--- config.mk ---
export PLATFORM = sky130hd
export DESIGN_NAME = mesi_coherence_ctrl
export DESIGN_NICKNAME = d
export VERILOG_FILES = /design/src/rtl/mesi_pkg.sv /design/src/rtl/mesi_line_store.sv /design/src/rtl/mesi_snoop_unit.sv /design/src/rtl/mesi_cpu_fsm.sv /design/src/rtl/mesi_coherence_ctrl.sv
export SDC_FILE = /design/constraint.sdc
export NUM_CORES = 1
export LEC_CHECK = 0
export ABC_AREA = 1
export BUFFER_PORTS_ARGS = -buffer_cell sky130_fd_sc_hd__buf_4
export CORE_MARGIN = 3
export CORE_UTILIZATION = 35
export CTS_BUF_LIST = sky130_fd_sc_hd__clkbuf_4 sky130_fd_sc_hd__clkbuf_8 sky130_fd_sc_hd__clkbuf_16
export DETAILED_ROUTE_END_ITERATION = 7
export HOLD_SLACK_MARGIN = 0.03
export SLEW_MARGIN = 20
export SYNTH_ARGS = -nofsm -noshare
export SYNTH_HDL_FRONTEND = slang
export SYNTH_SLANG_ARGS = --single-unit
--- constraint.sdc ---
create_clock -name clk -period 2.35 [get_ports clk]
set_input_delay 0.1175 -clock clk [delete_from_list [all_inputs] [get_ports clk]]
set_output_delay 0.1175 -clock clk [all_outputs]
set_load 0.02 [all_outputs]
--- src/rtl/mesi_pkg.sv ---
package mesi_pkg;

    typedef enum logic [1:0] {
        LS_I = 2'd0,
        LS_S = 2'd1,
        LS_E = 2'd2,
        LS_M = 2'd3
    } line_state_e;

    typedef enum logic [1:0] {
        BC_RD   = 2'd0,
        BC_RDX  = 2'd1,
        BC_WB   = 2'd2,
        BC_NONE = 2'd3
    } bus_cmd_e;

    typedef enum logic [1:0] {
        CS_IDLE  = 2'd0,
        CS_EVICT = 2'd1,
        CS_FETCH = 2'd2,
        CS_DONE  = 2'd3
    } ctrl_state_e;

endpackage

--- src/rtl/mesi_line_store.sv ---
module mesi_line_store
    import mesi_pkg::*;
#(
    parameter int LINES  = 4,
    parameter int IDX_W  = 2,
    parameter int TAG_W  = 6,
    parameter int DATA_W = 8
) (
    input  logic              clk,
    input  logic              rst_n,
    input  logic [IDX_W-1:0]  a_idx,
    output line_state_e       a_state,
    output logic [TAG_W-1:0]  a_tag,
    output logic [DATA_W-1:0] a_data,
    input  logic [IDX_W-1:0]  b_idx,
    output line_state_e       b_state,
    output logic [TAG_W-1:0]  b_tag,
    output logic [DATA_W-1:0] b_data,
    input  logic              cw_en,
    input  logic [IDX_W-1:0]  cw_idx,
    input  line_state_e       cw_state,
    input  logic [TAG_W-1:0]  cw_tag,
    input  logic [DATA_W-1:0] cw_data,
    input  logic              sw_en,
    input  logic [IDX_W-1:0]  sw_idx,
    input  line_state_e       sw_state
);

    logic [LINES*2-1:0]      st_flat;
    logic [LINES*TAG_W-1:0]  tag_flat;
    logic [LINES*DATA_W-1:0] dat_flat;

    for (genvar g = 0; g < LINES; g++) begin : g_line
        line_state_e       st_r;
        logic [TAG_W-1:0]  tag_r;
        logic [DATA_W-1:0] dat_r;
        logic              snp_sel;
        logic              cpu_sel;

        assign snp_sel = sw_en && (sw_idx == IDX_W'(g));
        assign cpu_sel = cw_en && (cw_idx == IDX_W'(g));

        // snoop update wins over a processor update to the same line
        always_ff @(posedge clk) begin
            if (!rst_n) begin
                st_r  <= LS_I;
                tag_r <= '0;
                dat_r <= '0;
            end else if (snp_sel) begin
                st_r <= sw_state;
            end else if (cpu_sel) begin
                st_r  <= cw_state;
                tag_r <= cw_tag;
                dat_r <= cw_data;
            end
        end

        assign st_flat[g*2 +: 2]           = st_r;
        assign tag_flat[g*TAG_W +: TAG_W]  = tag_r;
        assign dat_flat[g*DATA_W +: DATA_W] = dat_r;
    end

    assign a_state = line_state_e'(st_flat[a_idx*2 +: 2]);
    assign a_tag   = tag_flat[a_idx*TAG_W +: TAG_W];
    assign a_data  = dat_flat[a_idx*DATA_W +: DATA_W];
    assign b_state = line_state_e'(st_flat[b_idx*2 +: 2]);
    assign b_tag   = tag_flat[b_idx*TAG_W +: TAG_W];
    assign b_data  = dat_flat[b_idx*DATA_W +: DATA_W];

endmodule

--- src/rtl/mesi_snoop_unit.sv ---
module mesi_snoop_unit
    import mesi_pkg::*;
#(
    parameter int TAG_W = 6
) (
    input  logic             snp_valid,
    input  bus_cmd_e         snp_cmd,
    input  logic [TAG_W-1:0] snp_tag,
    input  line_state_e      line_state,
    input  logic [TAG_W-1:0] line_tag,
    output logic             shared_o,
    output logic             flush_o,
    output logic             upd_en,
    output line_state_e      upd_state
);

    logic hit;

    assign hit = snp_valid && (line_state != LS_I) && (line_tag == snp_tag);

    always_comb begin
        shared_o  = 1'b0;
        flush_o   = 1'b0;
        upd_en    = 1'b0;
        upd_state = line_state;
        if (hit) begin
            unique case (snp_cmd)
                BC_RD: begin
                    shared_o  = 1'b1;
                    flush_o   = (line_state == LS_M);
                    upd_en    = 1'b1;
                    upd_state = LS_S;
                end
                BC_RDX: begin
                    flush_o   = (line_state == LS_M);
                    upd_en    = 1'b1;
                    upd_state = LS_I;
                end
                default: begin
                    upd_en = 1'b0;
                end
            endcase
        end
    end

endmodule

--- src/rtl/mesi_cpu_fsm.sv ---
module mesi_cpu_fsm
    import mesi_pkg::*;
#(
    parameter int ADDR_W = 8,
    parameter int DATA_W = 8,
    parameter int IDX_W  = 2,
    parameter int TAG_W  = 6
) (
    input  logic              clk,
    input  logic              rst_n,
    input  logic              cpu_req,
    input  logic              cpu_we,
    input  logic [ADDR_W-1:0] cpu_addr,
    input  logic [DATA_W-1:0] cpu_wdata,
    input  logic              snoop_block,
    output logic              cpu_done,
    output logic [DATA_W-1:0] cpu_rdata,
    output logic [IDX_W-1:0]  look_idx,
    input  line_state_e       line_state,
    input  logic [TAG_W-1:0]  line_tag,
    input  logic [DATA_W-1:0] line_data,
    output logic              cw_en,
    output line_state_e       cw_state,
    output logic [TAG_W-1:0]  cw_tag,
    output logic [DATA_W-1:0] cw_data,
    output logic              bus_req_valid,
    output bus_cmd_e          bus_req_cmd,
    output logic [ADDR_W-1:0] bus_req_addr,
    output logic [DATA_W-1:0] bus_req_data,
    input  logic              bus_resp_valid,
    input  logic [DATA_W-1:0] bus_resp_data,
    input  logic              bus_shared_in
);

    ctrl_state_e       st_q, st_d;
    logic [IDX_W-1:0]  idx_q;
    logic [TAG_W-1:0]  tag_q;
    logic              we_q;
    logic [DATA_W-1:0] wdata_q;
    logic [DATA_W-1:0] rdata_q;
    bus_cmd_e          fcmd_q;

    logic [IDX_W-1:0]  cur_idx;
    logic [TAG_W-1:0]  cur_tag;
    logic              accept;
    logic              hit;

    assign cur_idx  = cpu_addr[IDX_W-1:0];
    assign cur_tag  = cpu_addr[ADDR_W-1:IDX_W];
    assign look_idx = (st_q == CS_IDLE) ? cur_idx : idx_q;
    assign accept   = cpu_req && !snoop_block && (st_q == CS_IDLE);
    assign hit      = (line_state != LS_I) && (line_tag == cur_tag);

    always_ff @(posedge clk) begin
        if (!rst_n) st_q <= CS_IDLE;
        else        st_q <= st_d;
    end

    always_comb begin
        st_d     = st_q;
        cw_en    = 1'b0;
        cw_state = line_state;
        cw_tag   = line_tag;
        cw_data  = line_data;
        unique case (st_q)
            CS_IDLE: begin
                if (accept) begin
                    if (hit && !cpu_we) begin
                        st_d = CS_DONE;
                    end else if (hit && line_state != LS_S) begin
                        cw_en    = 1'b1;
                        cw_state = LS_M;
                        cw_data  = cpu_wdata;
                        st_d     = CS_DONE;
                    end else if (!hit && line_state == LS_M) begin
                        st_d = CS_EVICT;
                    end else begin
                        st_d = CS_FETCH;
                    end
                end
            end
            CS_EVICT: begin
                if (bus_resp_valid) begin
                    cw_en    = 1'b1;
                    cw_state = LS_I;
                    st_d     = CS_FETCH;
                end
            end
            CS_FETCH: begin
                if (bus_resp_valid) begin
                    cw_en  = 1'b1;
                    cw_tag = tag_q;
                    if (fcmd_q == BC_RDX) cw_state = LS_M;
                    else if (bus_shared_in) cw_state = LS_S;
                    else cw_state = LS_E;
                    cw_data = we_q ? wdata_q : bus_resp_data;
                    st_d    = CS_DONE;
                end
            end
            CS_DONE: st_d = CS_IDLE;
            default: st_d = CS_IDLE;
        endcase
    end

    always_ff @(posedge clk) begin
        if (!rst_n) begin
            idx_q   <= '0;
            tag_q   <= '0;
            we_q    <= 1'b0;
            wdata_q <= '0;
            rdata_q <= '0;
            fcmd_q  <= BC_RD;
        end else begin
            if (accept) begin
                idx_q   <= cur_idx;
                tag_q   <= cur_tag;
                we_q    <= cpu_we;
                wdata_q <= cpu_wdata;
                fcmd_q  <= cpu_we ? BC_RDX : BC_RD;
                if (hit && !cpu_we) rdata_q <= line_data;
            end
            if (st_q == CS_FETCH && bus_resp_valid && !we_q) rdata_q <= bus_resp_data;
        end
    end

    always_comb begin
        bus_req_valid = 1'b0;
        bus_req_cmd   = BC_NONE;
        bus_req_addr  = {tag_q, idx_q};
        bus_req_data  = '0;
        unique case (st_q)
            CS_EVICT: begin
                bus_req_valid = 1'b1;
                bus_req_cmd   = BC_WB;
                bus_req_addr  = {line_tag, idx_q};
                bus_req_data  = line_data;
            end
            CS_FETCH: begin
                bus_req_valid = 1'b1;
                bus_req_cmd   = fcmd_q;
            end
            default: bus_req_valid = 1'b0;
        endcase
    end

    assign cpu_done  = (st_q == CS_DONE);
    assign cpu_rdata = rdata_q;

endmodule

--- src/rtl/mesi_coherence_ctrl.sv ---
module mesi_coherence_ctrl
    import mesi_pkg::*;
#(
    parameter int ADDR_W = 8,
    parameter int DATA_W = 8,
    parameter int LINES  = 4
) (
    input  logic              clk,
    input  logic              rst_n,
    input  logic              cpu_req,
    input  logic              cpu_we,
    input  logic [ADDR_W-1:0] cpu_addr,
    input  logic [DATA_W-1:0] cpu_wdata,
    output logic              cpu_done,
    output logic [DATA_W-1:0] cpu_rdata,
    output logic              bus_req_valid,
    output logic [1:0]        bus_req_cmd,
    output logic [ADDR_W-1:0] bus_req_addr,
    output logic [DATA_W-1:0] bus_req_data,
    input  logic              bus_resp_valid,
    input  logic [DATA_W-1:0] bus_resp_data,
    input  logic              bus_shared_in,
    input  logic              snp_valid,
    input  logic [1:0]        snp_cmd,
    input  logic [ADDR_W-1:0] snp_addr,
    output logic              snp_shared,
    output logic              snp_flush,
    output logic [DATA_W-1:0] snp_flush_data
);

    localparam int IDX_W = $clog2(LINES);
    localparam int TAG_W = ADDR_W - IDX_W;

    logic [IDX_W-1:0]  look_idx;
    line_state_e       a_state, b_state, cw_state, sw_state;
    logic [TAG_W-1:0]  a_tag, b_tag, cw_tag;
    logic [DATA_W-1:0] a_data, b_data, cw_data;
    logic              cw_en, sw_en;
    logic [IDX_W-1:0]  snp_idx;
    logic              snoop_block;
    bus_cmd_e          req_cmd;

    assign snp_idx     = snp_addr[IDX_W-1:0];
    assign snoop_block = snp_valid && (snp_idx == cpu_addr[IDX_W-1:0]);

    mesi_line_store #(
        .LINES(LINES), .IDX_W(IDX_W), .TAG_W(TAG_W), .DATA_W(DATA_W)
    ) u_store (
        .clk(clk), .rst_n(rst_n),
        .a_idx(look_idx), .a_state(a_state), .a_tag(a_tag), .a_data(a_data),
        .b_idx(snp_idx), .b_state(b_state), .b_tag(b_tag), .b_data(b_data),
        .cw_en(cw_en), .cw_idx(look_idx), .cw_state(cw_state), .cw_tag(cw_tag), .cw_data(cw_data),
        .sw_en(sw_en), .sw_idx(snp_idx), .sw_state(sw_state)
    );

    mesi_snoop_unit #(.TAG_W(TAG_W)) u_snoop (
        .snp_valid(snp_valid),
        .snp_cmd(bus_cmd_e'(snp_cmd)),
        .snp_tag(snp_addr[ADDR_W-1:IDX_W]),
        .line_state(b_state),
        .line_tag(b_tag),
        .shared_o(snp_shared),
        .flush_o(snp_flush),
        .upd_en(sw_en),
        .upd_state(sw_state)
    );

    mesi_cpu_fsm #(
        .ADDR_W(ADDR_W), .DATA_W(DATA_W), .IDX_W(IDX_W), .TAG_W(TAG_W)
    ) u_fsm (
        .clk(clk), .rst_n(rst_n),
        .cpu_req(cpu_req), .cpu_we(cpu_we), .cpu_addr(cpu_addr), .cpu_wdata(cpu_wdata),
        .snoop_block(snoop_block),
        .cpu_done(cpu_done), .cpu_rdata(cpu_rdata),
        .look_idx(look_idx),
        .line_state(a_state), .line_tag(a_tag), .line_data(a_data),
        .cw_en(cw_en), .cw_state(cw_state), .cw_tag(cw_tag), .cw_data(cw_data),
        .bus_req_valid(bus_req_valid), .bus_req_cmd(req_cmd),
        .bus_req_addr(bus_req_addr), .bus_req_data(bus_req_data),
        .bus_resp_valid(bus_resp_valid), .bus_resp_data(bus_resp_data),
        .bus_shared_in(bus_shared_in)
    );

    assign bus_req_cmd    = req_cmd;
    assign snp_flush_data = b_data;

endmodule

==> reports/qor.yml <==
timing:
  hold_violations: 0
  drv_slew: 0
  timing.fmax_mhz: 377
  rsz0062_at_grt: "yes"
  worst_slew_pin_slew_ns: 0.837
  slew_headroom_pct: 43.6
  tns_ns: -16.39
  hold_ws_ns: 0.0564
  fin_crit_ns: 2.65
  skew_ns: 0.0109
  setup-violations-final: 81
  finalCritPeriodShare_pct: 113
  finalWorstSetupSlack_ns: -0.300
critical_path:
  cp.required_ns: 2.60
  cp.arrival_ns: 2.90
  slowest_delay_ns: 0.32
  cp_slowest_cell: "dfxtp_2"
  critPathCaptureType: "register"
  crit_start: "u_fsm.st_q[1]$_SDFFE_PN0P_"
  critPathBufInv: 6
  path_max_fanout: 6
  r2r-start: "u_fsm.st_q[1]$_SDFFE_PN0P_"
  start_kind: "register"
  crit_chain: "inv_2 -> ha_4 -> buf_6 -> nand2_8 -> buf_6 -> nand3_2 -> nand2_1 -> nand2_2 -> nand2_2 -> nand2_1 -> nand2_1 -> nor2_1 -> nand2_2 -> nor2_4 -> buf_4 -> nand3_2 -> o21ai_2 -> buf_6 -> clkinvlp_4 -> nor2_2 -> nor2_1"
  critPathTopFamily: "simple AND/OR/NAND/NOR gates"
  crit_type: "register to register"
yosys:
  synth_cell_types: 45
  yosysWarnings: 0
  synthCells: 867
  synth_fa_ha_area_share_pct: 1.35
  synth_xor_area_share_pct: 0.315
  syn_area_sq_um: 5570
  synth_mux_area_share_pct: 0
  synth_ff_type: "dfxtp_1"
  seq_area_frac_synth_pct: 32.7
  yosys.area_share.simple_pct: 32.1
  syn_area_per_cell_sq_um: 6.42
  synth_edf_count: 0
  ys_ff_latch: 91
  synth_compound_area_share_pct: 21.0
  synth_top_family_by_area: "simple AND/OR/NAND/NOR gates"
  async_flop_share_pct: 0
  synthesis.nets: 914
power_and_ir_drop:
  ir_drop_uv: 493
  p_int_uw: 5190
  p_seq_share_pct: 22.1
  switchingPower_uw: 4160
  clockPowerShare_pct: 17.4
  switching_share_pct: 44.4
  combPwrFrac_pct: 60.5
  power_uw: 9350
  power_density_nw_per_um2: 1140
  leakagePower_uw: 0.00370
global_route:
  overflow: 0
  grt_first_pass_wirelength_um: 30000
  grt_pass1_vias: 5833
  antenna_found_initial: 0
  grt_max_degree: 43
  grt_use_total_pct: 21.3
floorplan:
  die_area_sq_um: 17500
  die-width_um: 132
  die_h_um: 132
  coreArea_sq_um: 15400
  start_util_pct: 36.2
  io_pins: 79
  rows: 45
routing:
  dr.first_iter.drc_count: 485
  viasPerCell: 5.03
  ant_nets: 0
  vias: 6297
  drc: 0
  drt_pass1_iterations: 5
  wirelength_um: 19700
  wire_per_inst_um: 15.7
layout:
  synthToLayoutAreaGrowth_pct: 47.5
  mostFrequentLayoutCell: "nand2_1"
  antenna_cells: 0
  nets: 1082
  final_cells: 1251
  final_cell_mix: "173 x nand2_1, 160 x buf_4, 112 x inv_1, 90 x nor2_1, 89 x dfxtp_1"
  final_util_pct: 53.4
  drive_gt1_share_pct: 33.8
clock_network:
  numCtsBuffers: 9
  clk_pin_slew_worst_paths_ns: 0.07
  insertion_delay_ns: 0.36
  cts_max_level: 3
  root_buffer: "clkbuf_16"
  cts_tree: "done"
  clock-sinks: 91
  cts_max_path_buffers: 2
outcome:
  outcome: "finished with violations"
  violations: "negative setup slack"
flow_run:
  drv_cap: 0
placed_design:
  hpwlAfterDp_um: 13600
  port_buffers: 78
  post-place-cells: 1203
  gp_congestion: 0.914
min_path:
  hp-class: "primary input to register"
  min-delay-start: "cpu_wdata[7]"
-- cell families after synthesis --
group	count (synthesis)
buf+inv	164
compound gates	195
xor+xnor	2
fa+ha+maj	6
simple gates	409
flops	91
-- sequential cells by signal, indices dropped and copies added (netlist names) --
| register | cells |
|---|---|
| u_fsm.tag_q | 6 |
| u_fsm.idx_q | 2 |
| u_store.g_line.st_r | 8 |
| u_store.g_line.tag_r | 24 |
| u_store.g_line.dat_r | 32 |
| u_fsm.st_q | 2 |
| u_fsm.fcmd_q | 1 |
| u_fsm.cpu_rdata | 8 |
| u_fsm.wdata_q | 8 |
-- power by group through the flow --
stage / clock network, uW / logic, uW / registers (uW)
floorplan: 0 / 2680 / 2110
global placement: 0 / 4370 / 2080
detailed placement: 0 / 4370 / 2090
CTS: 1650 / 4910 / 2060
global route: 1720 / 6140 / 2110
finish: 1620 / 5660 / 2070
-- stage by stage --
stage / setup WS [ns] / area [sq um]
after floorplan: -0.0314 / 5650
after global placement: -0.217 / 6940
after detailed placement: -0.266 / 6940
after CTS: -0.196 / 7650
after global routing: -0.480 / 8210
final: -0.300 / 8210
-- synthesized netlist by cell type, types with 2 or more instances --
cell type | n | area share [%]
nand2_1 | 203 | 14
inv_1 | 119 | 8.0
nor2_1 | 117 | 7.9
dfxtp_1 | 91 | 33
o21ai_0 | 76 | 6.8
a21oi_1 | 50 | 4.5
nand3_1 | 50 | 4.5
clkbuf_1 | 19 | 1.3
a22oi_1 | 16 | 2.2
buf_2 | 12 | 1.1
o22ai_1 | 11 | 1.2
nand4_1 | 9 | 1.0
o221ai_1 | 8 | 1.3
buf_6 | 7 | 1.4
a221oi_1 | 6 | 0.94
ha_1 | 6 | 1.3
o211ai_1 | 6 | 0.81
nor2_2 | 5 | 0.56
o2111ai_1 | 5 | 0.79
o21a_1 | 5 | 0.67
inv_2 | 4 | 0.27
nand2_4 | 4 | 0.81
nand3b_1 | 4 | 0.54
or2_2 | 3 | 0.34
a211oi_1 | 2 | 0.27
a21oi_2 | 2 | 0.31
a31oi_1 | 2 | 0.22
buf_4 | 2 | 0.27
nand2_2 | 2 | 0.22
nand3_2 | 2 | 0.36
nand4_2 | 2 | 0.45
nand4_4 | 2 | 0.76
nor4_1 | 2 | 0.22
o211a_1 | 2 | 0.36
-- worst reg2reg max path: cells and delay by family (launching register included) --
kind	cells	cell delay [ns]
buffers and inverters	6	0.80
DFF	1	0.32
adders and majority gates	1	0.19
and+or+nand+nor	13	1.06
AOI/OAI and AO/OA	1	0.17
-- routing by layer --
metal	share of wire (%)	up-vias	GRT usage [%]
met1	43	2893	25.7
met5	0	-	0
met4	2.6	0	6.77
met3	5.1	43	4.58
met2	50	194	37.9
li1	-	3167	-
-- worst paths after layout --
check	end	slack, ns	cells past startpoint
hold / removal	u_fsm.wdata_q[7]$_SDFFE_PN0P_	0.06	3
setup / recovery	u_fsm.cpu_rdata[5]$_SDFFE_PN0P_	-0.30	21
hold reg to reg	u_fsm.wdata_q[6]$_SDFFE_PN0P_	0.45	2
setup reg to reg	u_fsm.cpu_rdata[5]$_SDFFE_PN0P_	-0.30	21
-- final cells by class --
type / count / area, sq um
Clock buffer: 10 / 239
Clock inverter: 6 / 86.3
Fill cell: 1467 / 7160
Inverter: 124 / 472
Multi-Input combinational cell: 615 / 3640
Sequential cell: 91 / 1820
Tap cell: 211 / 264
Timing Repair Buffer: 194 / 1680
-- repair_timing --
action                                  CTS  global route
endpoints found under the hold margin     0             0
endpoints found under the setup margin   80            83
hold buffers                              0             0
gates resized for setup                  51           132
pin swaps                                12            31
setup buffers                            12            14
cloned                                    4             5
(Power assumes the default switching activity.)
